**src/rtl/ptrans_pkg.sv**
```systemverilog
// Package: shared types for the paged address translation unit.
// Assumes nothing beyond IEEE 1800-2017 enums.
package ptrans_pkg;

    // Control states of the translation sequencer
    typedef enum logic [1:0] {
        ST_IDLE = 2'd0,   // waiting for a request
        ST_LOOK = 2'd1,   // associative lookup of the captured page
        ST_WALK = 2'd2,   // page table read outstanding
        ST_RESP = 2'd3    // result pulse cycle
    } xl_state_e;

endpackage

```
**src/rtl/ptrans_cam.sv**
```systemverilog
// Module: fully associative page-to-frame store.
// Compares one page number against every entry. When several entries match,
// the lowest index is reported. Also reports the lowest empty entry.
// Assumes flush and write are never requested in the same cycle; flush wins.
module ptrans_cam #(
    parameter int N_ENT = 4,
    parameter int PN_W  = 4,
    parameter int FRM_W = 6,
    parameter int IDX_W = 2
) (
    input  logic             clk,
    input  logic             rst_n,
    input  logic             flush,
    input  logic [PN_W-1:0]  look_pn,
    input  logic             wr_en,
    input  logic [IDX_W-1:0] wr_idx,
    input  logic [PN_W-1:0]  wr_pn,
    input  logic [FRM_W-1:0] wr_frm,
    output logic             hit,
    output logic [IDX_W-1:0] hit_idx,
    output logic [FRM_W-1:0] hit_frm,
    output logic             free_any,
    output logic [IDX_W-1:0] free_idx,
    output logic [N_ENT-1:0] match_vec
);

    logic [N_ENT-1:0] ent_vld;
    logic [PN_W-1:0]  ent_pn  [N_ENT];
    logic [FRM_W-1:0] ent_frm [N_ENT];

    for (genvar g = 0; g < N_ENT; g++) begin : g_ent
        // Per-entry storage: clear on flush, load on a targeted write
        always_ff @(posedge clk) begin
            if (!rst_n) begin
                ent_vld[g] <= 1'b0;
                ent_pn[g]  <= '0;
                ent_frm[g] <= '0;
            end else if (flush) begin
                ent_vld[g] <= 1'b0;
            end else if (wr_en && (wr_idx == IDX_W'(g))) begin
                ent_vld[g] <= 1'b1;
                ent_pn[g]  <= wr_pn;
                ent_frm[g] <= wr_frm;
            end
        end

        // Per-entry compare
        assign match_vec[g] = ent_vld[g] && (ent_pn[g] == look_pn);
    end

    // Lowest-index matching entry
    always_comb begin
        hit     = 1'b0;
        hit_idx = '0;
        for (int i = N_ENT - 1; i >= 0; i--) begin
            if (match_vec[i]) begin
                hit     = 1'b1;
                hit_idx = IDX_W'(i);
            end
        end
    end

    assign hit_frm = ent_frm[hit_idx];

    // Lowest-index empty entry
    always_comb begin
        free_any = 1'b0;
        free_idx = '0;
        for (int i = N_ENT - 1; i >= 0; i--) begin
            if (!ent_vld[i]) begin
                free_any = 1'b1;
                free_idx = IDX_W'(i);
            end
        end
    end

endmodule

```
**src/rtl/ptrans_lru.sv**
```systemverilog
// Module: least-recently-used order tracker.
// Keeps an age per entry. The ages always form a permutation of 0..N_ENT-1,
// where 0 is the newest entry. A touch makes the entry newest and ages the
// entries that were younger than it. The victim is the entry with the
// highest age. Assumes touch_idx < N_ENT.
module ptrans_lru #(
    parameter int N_ENT = 4,
    parameter int IDX_W = 2
) (
    input  logic             clk,
    input  logic             rst_n,
    input  logic             touch_en,
    input  logic [IDX_W-1:0] touch_idx,
    output logic [IDX_W-1:0] victim_idx
);

    localparam logic [IDX_W-1:0] OLDEST = IDX_W'(N_ENT - 1);

    logic [IDX_W-1:0] age [N_ENT];

    // Age update on every touch
    always_ff @(posedge clk) begin
        if (!rst_n) begin
            for (int i = 0; i < N_ENT; i++) age[i] <= IDX_W'(i);
        end else if (touch_en) begin
            for (int i = 0; i < N_ENT; i++) begin
                if (IDX_W'(i) == touch_idx)   age[i] <= '0;
                else if (age[i] < age[touch_idx]) age[i] <= age[i] + 1'b1;
            end
        end
    end

    // Entry holding the oldest age
    always_comb begin
        victim_idx = '0;
        for (int i = 0; i < N_ENT; i++) begin
            if (age[i] == OLDEST) victim_idx = IDX_W'(i);
        end
    end

endmodule

```
**src/rtl/ptrans_unit.sv**
```systemverilog
// Module: paged address translation unit (top).
// Splits the logical address, looks the page up in the mapping cache, walks
// a single-level page table on a miss, checks the valid bit, refills the
// cache and returns frame||offset. One translation is in flight at a time.
// Assumes the memory port answers each held mem_req with exactly one
// mem_valid cycle, after any latency.
module ptrans_unit
    import ptrans_pkg::*;
#(
    parameter int LA_W   = 12,
    parameter int OFF_W  = 8,
    parameter int FRM_W  = 6,
    parameter int BASE_W = 12,
    parameter int N_ENT  = 4
) (
    input  logic                   clk,
    input  logic                   rst_n,
    input  logic                   xl_req,
    input  logic [LA_W-1:0]        xl_laddr,
    output logic                   xl_ready,
    output logic                   xl_done,
    output logic                   xl_fault,
    output logic [FRM_W+OFF_W-1:0] xl_paddr,
    input  logic                   base_wr,
    input  logic [BASE_W-1:0]      base_wdata,
    output logic                   mem_req,
    output logic [BASE_W-1:0]      mem_addr,
    input  logic                   mem_valid,
    input  logic [FRM_W:0]         mem_rdata
);

    localparam int PN_W  = LA_W - OFF_W;
    localparam int PA_W  = FRM_W + OFF_W;
    localparam int IDX_W = (N_ENT > 1) ? $clog2(N_ENT) : 1;

    xl_state_e         state;
    logic [PN_W-1:0]   req_pn;
    logic [OFF_W-1:0]  req_off;
    logic [BASE_W-1:0] base_q;
    logic              pend_vld;
    logic [BASE_W-1:0] pend_base;
    logic [PA_W-1:0]   res_paddr;
    logic              res_fault;

    logic              cam_hit;
    logic [IDX_W-1:0]  cam_hit_idx;
    logic [FRM_W-1:0]  cam_hit_frm;
    logic              cam_free_any;
    logic [IDX_W-1:0]  cam_free_idx;
    logic [N_ENT-1:0]  cam_match;
    logic [IDX_W-1:0]  lru_victim;

    logic              accept;
    logic              pte_ok;
    logic              refill_en;
    logic [IDX_W-1:0]  refill_idx;
    logic              touch_en;
    logic [IDX_W-1:0]  touch_idx;
    logic              apply_base;
    logic [BASE_W-1:0] apply_val;

    // Handshake and walk decode
    assign accept    = (state == ST_IDLE) && xl_req;
    assign pte_ok    = mem_rdata[FRM_W];
    assign refill_en = (state == ST_WALK) && mem_valid && pte_ok;

    // Refill slot: an existing copy of the page, else an empty slot, else the LRU victim
    always_comb begin
        if (cam_hit)           refill_idx = cam_hit_idx;
        else if (cam_free_any) refill_idx = cam_free_idx;
        else                   refill_idx = lru_victim;
    end

    // Recency update: lookup hits and refills
    assign touch_en  = refill_en || ((state == ST_LOOK) && cam_hit);
    assign touch_idx = refill_en ? refill_idx : cam_hit_idx;

    // Base update: at once when idle with no request, else deferred to the end of the translation
    always_comb begin
        apply_base = 1'b0;
        apply_val  = base_wdata;
        if (state == ST_IDLE && base_wr && !xl_req) begin
            apply_base = 1'b1;
        end else if (state == ST_RESP && (base_wr || pend_vld)) begin
            apply_base = 1'b1;
            apply_val  = base_wr ? base_wdata : pend_base;
        end
    end

    ptrans_cam #(
        .N_ENT (N_ENT),
        .PN_W  (PN_W),
        .FRM_W (FRM_W),
        .IDX_W (IDX_W)
    ) u_cam (
        .clk       (clk),
        .rst_n     (rst_n),
        .flush     (apply_base),
        .look_pn   (req_pn),
        .wr_en     (refill_en),
        .wr_idx    (refill_idx),
        .wr_pn     (req_pn),
        .wr_frm    (mem_rdata[FRM_W-1:0]),
        .hit       (cam_hit),
        .hit_idx   (cam_hit_idx),
        .hit_frm   (cam_hit_frm),
        .free_any  (cam_free_any),
        .free_idx  (cam_free_idx),
        .match_vec (cam_match)
    );

    ptrans_lru #(
        .N_ENT (N_ENT),
        .IDX_W (IDX_W)
    ) u_lru (
        .clk        (clk),
        .rst_n      (rst_n),
        .touch_en   (touch_en),
        .touch_idx  (touch_idx),
        .victim_idx (lru_victim)
    );

    // Sequencer: idle -> lookup -> (walk) -> result pulse
    always_ff @(posedge clk) begin
        if (!rst_n) begin
            state <= ST_IDLE;
        end else begin
            case (state)
                ST_IDLE: if (xl_req) state <= ST_LOOK;
                ST_LOOK: state <= cam_hit ? ST_RESP : ST_WALK;
                ST_WALK: if (mem_valid) state <= ST_RESP;
                default: state <= ST_IDLE;
            endcase
        end
    end

    // Request capture: page number and offset of the accepted address
    always_ff @(posedge clk) begin
        if (!rst_n) begin
            req_pn  <= '0;
            req_off <= '0;
        end else if (accept) begin
            req_pn  <= xl_laddr[LA_W-1:OFF_W];
            req_off <= xl_laddr[OFF_W-1:0];
        end
    end

    // Result register: frame above the offset, or the fault flag
    always_ff @(posedge clk) begin
        if (!rst_n) begin
            res_paddr <= '0;
            res_fault <= 1'b0;
        end else if (state == ST_LOOK && cam_hit) begin
            res_paddr <= {cam_hit_frm, req_off};
            res_fault <= 1'b0;
        end else if (state == ST_WALK && mem_valid) begin
            res_paddr <= {mem_rdata[FRM_W-1:0], req_off};
            res_fault <= !pte_ok;
        end
    end

    // Base register and the deferred write held while busy
    always_ff @(posedge clk) begin
        if (!rst_n) begin
            base_q    <= '0;
            pend_vld  <= 1'b0;
            pend_base <= '0;
        end else if (apply_base) begin
            base_q   <= apply_val;
            pend_vld <= 1'b0;
        end else if (base_wr) begin
            pend_vld  <= 1'b1;
            pend_base <= base_wdata;
        end
    end

    assign xl_ready = (state == ST_IDLE);
    assign xl_done  = (state == ST_RESP) && !res_fault;
    assign xl_fault = (state == ST_RESP) && res_fault;
    assign xl_paddr = res_paddr;
    assign mem_req  = (state == ST_WALK);
    assign mem_addr = base_q + BASE_W'(req_pn);

endmodule

```
**config.mk**
```make
export PLATFORM = sky130hd
export DESIGN_NAME = ptrans_unit
export DESIGN_NICKNAME = d
export VERILOG_FILES = /design/src/rtl/ptrans_pkg.sv /design/src/rtl/ptrans_cam.sv /design/src/rtl/ptrans_lru.sv /design/src/rtl/ptrans_unit.sv
export SDC_FILE = /design/constraint.sdc
export NUM_CORES = 1
export LEC_CHECK = 0
export ABC_AREA = 1
export BUFFER_PORTS_ARGS = -buffer_cell sky130_fd_sc_hd__buf_2
export CAP_MARGIN = 20
export CORE_MARGIN = 2
export CORE_UTILIZATION = 30
export CTS_BUF_LIST = sky130_fd_sc_hd__clkbuf_8
export CTS_CLUSTER_SIZE = 25
export DETAILED_ROUTE_END_ITERATION = 12
export GPL_ROUTABILITY_DRIVEN = 0
export PLACE_DENSITY_LB_ADDON = 0.1
export REMOVE_ABC_BUFFERS = 1
export SYNTH_ARGS = -nofsm -noshare
export SYNTH_HDL_FRONTEND = slang
export SYNTH_HIERARCHICAL = 1
export SYNTH_SLANG_ARGS = --single-unit
```
**constraint.sdc**
```tcl
create_clock -name clk -period 9.7 [get_ports clk]
set_clock_uncertainty 0.1 [all_clocks]
set_input_delay 0.97 -clock clk [delete_from_list [all_inputs] [get_ports clk]]
set_output_delay 0.97 -clock clk [all_outputs]
set_load 0.01 [all_outputs]
```
; Yosys cells after proc, flatten, opt, wreduce, memory -nomap -nowiden
; Memories as Yosys holds them, arrays and structs flattened.
; Cells that the tools add are included.
[classes]
bitwise = 17
n_reduce_logical = 29
eq_ne = 18
order_cmp = 4
div = 0
mul = 0
muxes = 102
add_sub_neg = 5
shifts = 0
[op_table]
columns = cell, count
row1 = 1-bit two-way mux, 65
row2 = 2-bit two-way mux, 23
row3 = 12-bit two-way mux, 3
row4 = 14-bit two-way mux, 2
row5 = 6-bit two-way mux, 4
row6 = 1-bit logical AND, 17
row7 = 4-bit equality test, 4
row8 = 4-bit two-way mux, 4
row9 = 1-bit bitwise OR, 16
row10 = 2-bit equality test (second input constant), 7
row11 = 12-bit by 4-bit adder with 12-bit output, 1
row12 = 2-bit by 1-bit adder with 2-bit output (second input constant), 4
row13 = 2-bit < comparator, 4
row14 = 2-bit logical NOT, 3
row15 = 2-bit one-hot mux with 3 select lines, 1
row16 = 2-bit by 1-bit equality test with 1-bit output (second input constant), 2
row17 = 2-bit equality test (first input constant), 2
row18 = 2-bit OR reduction, 2
row19 = 1-bit logical NOT, 3
row20 = 1-bit by 2-bit equality test with 1-bit output (first input constant), 1
row21 = 1-bit logical OR, 2
row22 = 2-bit by 1-bit inequality test with 1-bit output (second input constant), 1
row23 = 2-bit inequality test (second input constant), 1
row24 = 2-bit AND reduction, 1
row25 = other kinds (2), 2
[word_totals]
out_inout_bits = 30
ram_bits = 48
memories = 3
inputBits = 36
rom_bits = 0
latch_bits = 0
reg_bits = 58
[mem_list]
columns = memory, words, word_bits, read_ports, rd_ports_with_merged_regs, write_ports, line_no
row1 = u_cam.ent_frm, 4, 6, 1, 0, 4, ptrans_cam.sv:29  ; logic [FRM_W-1:0] ent_frm [N_ENT];
row2 = u_cam.ent_pn, 4, 4, 4, 0, 4, ptrans_cam.sv:28  ; logic [PN_W-1:0] ent_pn [N_ENT];
row3 = u_lru.age, 4, 2, 5, 0, 4, ptrans_lru.sv:19  ; logic [IDX_W-1:0] age [N_ENT];

; Depth between registers and ports, before layout
; An unclocked memory read counts as a cell.
[depth]
ltp_word = 17
ltp_mapped = 25
mapped_depth_nobuf = 24

; Cells and area by module
; The synthesis kept the hierarchy.
[modules_own_cells]
columns = mod, n_inst, cells_each, seq_area_each_um2, area_each_um2
row1 = ptrans_unit, 1, 396, 1081.0, 2716.4
row2 = ptrans_cam, 1, 276, 1281.2, 2344.7
row3 = ptrans_lru, 1, 89, 240.2, 688.2

; Least setup slack after synthesis
; OpenSTA, ideal clock, no wires.
[synth_path]
path_type = flip-flop to flip-flop
from = register req_pn[2]
to = memory u_lru.age[3][0], enable pin
setup_time_ns = 0.301
required_time_ns = 9.299
setup_slack_ns = 6.360
arrival_time_ns = 2.939
path_stages_with_launch = 19
cell_sequence = dfxtp_1 or2_0 a21oi_2 nand3b_4 nand2_4 inv_2 nand2_1 inv_1 nand3_1 o21ai_0 o21ai_0 inv_1 nand2_1 inv_1 a221oi_1 ha_1 nand2_2 nand2_2 nand3b_1
[synth_lines]
columns = item, line_no
row1 = "start, declared", ptrans_unit.sv:37  ; logic [PN_W-1:0] req_pn;
row2 = "start signal, assigned", ptrans_unit.sv:143  ; req_pn <= xl_laddr[LA_W-1:OFF_W];
row3 = "end, declared", ptrans_lru.sv:19

==> results_dict.tcl <==
set metrics [dict create \
    status "completed" \
    place_hpwl_um 10700 \
    overflow 0 \
    cts_made_buffers 9 \
    crit_type "flop to flop" \
    critical_path.cell_chain "nor2_1 > nor3_2 > nand3b_4 > nand2_4 > inv_2 > nand2_1 > inv_1 > nand3_1 > o21ai_0 > o21ai_0 > nor2_1 > nand2_1 > nand2_1 > a221oi_1 > ha_1 > nand2_1 > nand2_1 > nand3_1" \
    tritoncts "yes" \
    grt_use_met1 0.194 \
    start_kind "flop" \
    crit_top_cell "nand2_1" \
    slew_viol_final 0 \
    cellPowerDensity_mw_per_mm2 190 \
    total_leakage_power_nw 2.96 \
    critPathArrivalTime_ns 4.25 \
    period_needed_ns 4.25 \
    syn_area_mm2 0.00574 \
    critPathBufInv 2 \
    slowest_delay_ns 0.76 \
    antenna_found_initial 0 \
    cts_root_buf "clkbuf_8" \
    num_rows 50 \
    cp.required_ns 9.70 \
    p_total_mw 1.22 \
    finalSetupTns_ns 0 \
    worstMarginPinSlew_ns 0.951 \
    nNetsFinal 862 \
    wl_per_cell_um 13.9 \
    finalSetupViolCount 0 \
    start_util 0.306 \
    grt_pass1_wl_um 23500 \
    endpoint_kind "flop" \
    fmax_ghz 0.235 \
    wl_um 14500 \
    vias 4804 \
    fin_util 0.342 \
    hold_violations 0 \
    first_pass_iters 5 \
    io_buffers 65 \
    path_max_fanout 14 \
    num_io_pins 66 \
    htree_num_levels 3 \
    grt_pass1_vias 4655 \
    cap_violations 0 \
    clkTransAtPathRegs_ns 0.11 \
    die_h_um 142 \
    slew_headroom 0.359 \
    grtUsageTotal 0.149 \
    clock_sinks 106 \
    holdBufCountCts 0 \
    grtUsageMet2 0.248 \
    cts_max_path_buffers 2 \
    ctsResizeCount 0 \
    core_area_mm2 0.0188 \
    grtUsageMet3 0.0320 \
    postCtsSetupRepairBufs 0 \
    finalCritPeriodShare 0.438 \
    busiest_layer "met2" \
    drc 0 \
    drt_iter0_markers 285 \
    diodes 0 \
    synth.avg_cell_area_um2 7.57 \
    avgViaCountPerCell 4.58 \
    die-area_mm2 0.0202 \
    ys.warnings.count 6 \
    critical_path.top_delay_family "simple AND/OR/NAND/NOR gates" \
    slowest_stage "o21ai_0" \
    die_w_um 142 \
    peakVddDrop_v 0.0000611 \
    rsz0062_at_grt "false" \
    syn-instance-count 758 \
    hp-class "flop to flop" \
    grt_max_degree 66 \
    drive_above_1_share 0.144 \
    clock_latency_ns 0.38 \
    postRouteAntennaNets 0 \
    area_delta_synth_final_pct 11.8 \
]
==> through the flow <==
step / hold slack (ns) / worst slack [ns] / area [µm²] / std cells
floorplan: 0.324 / 6.01 / 5570 / 732
global placement: 0.335 / 5.55 / 6180 / 1031
detailed placement: 0.343 / 5.44 / 6180 / 1031
CTS: 0.362 / 5.42 / 6390 / 1047
global route: 0.379 / 5.00 / 6410 / 1048
finish: 0.354 / 5.45 / 6410 / 1048
==> worst min-delay path, cell delays in order, from the launching register on <==
cell and delay, ns:
dfxtp_1 0.31, inv_1 0.05, a21oi_1 0.05
==> layer usage <==
metal,up-vias,routed length [µm]
met3,17,612
met4,0,267
met5,-,0
li1,2517,-
met1,2183,6870
met2,87,6770
==> layout make-up <==
| class | count | area (µm²) |
|---|---|---|
| well taps | 234 | 293 |
| fillers | 2033 | 12400 |
| flip-flops and latches | 106 | 2600 |
| inverters | 116 | 438 |
| clock inverters | 6 | 71.3 |
| repair buffers | 66 | 345 |
| multi-input cells | 510 | 2520 |
| clock buffers | 10 | 138 |
==> path summary, 6_finish.rpt <==
path | from | to | slack [ns] | cells past startpoint
min reg2reg | pend_base[2] | pend_base[2] | 0.35 | 2
max | req_pn[0] | u_lru/age[2][1] | 5.45 | 18
min | pend_base[2] | pend_base[2] | 0.35 | 2
max reg2reg | req_pn[0] | u_lru/age[2][1] | 5.45 | 18
==> placed cells by master (no fill, tap or decap), types with 3 or more instances in the layout <==
cell,instances
nand2_4,4
nand2_1,161
nand3_1,47
a21oi_1,28
ha_1,16
o21ai_1,6
inv_4,3
clkbuf_8,10
nor3_2,4
dfxtp_1,58
o21ai_0,70
nand2_2,10
buf_2,65
nand3_2,3
nor2_1,121
xnor2_1,5
inv_2,3
edfxtp_1,48
a31oi_1,7
inv_1,111
nor3_1,6
==> flip-flops by register name (all words and copies together) (netlist names) <==
register	count
base_q	12
pend_base	12
pend_vld	1
req_off	8
req_pn	4
res_fault	1
state	2
u_cam/ent_frm	24
u_cam/ent_pn	16
u_cam/ent_vld	4
u_lru/age	8
xl_paddr	14
==> power by group <==
group	switching, mW	internal [mW]	leakage [nW]
combinational	0.216	0.118	1.89
clock	0.165	0.130	0.110
sequential	0.0516	0.535	0.959
total	0.433	0.783	2.96
No activity file was read; power rests on OpenSTA's default activity.
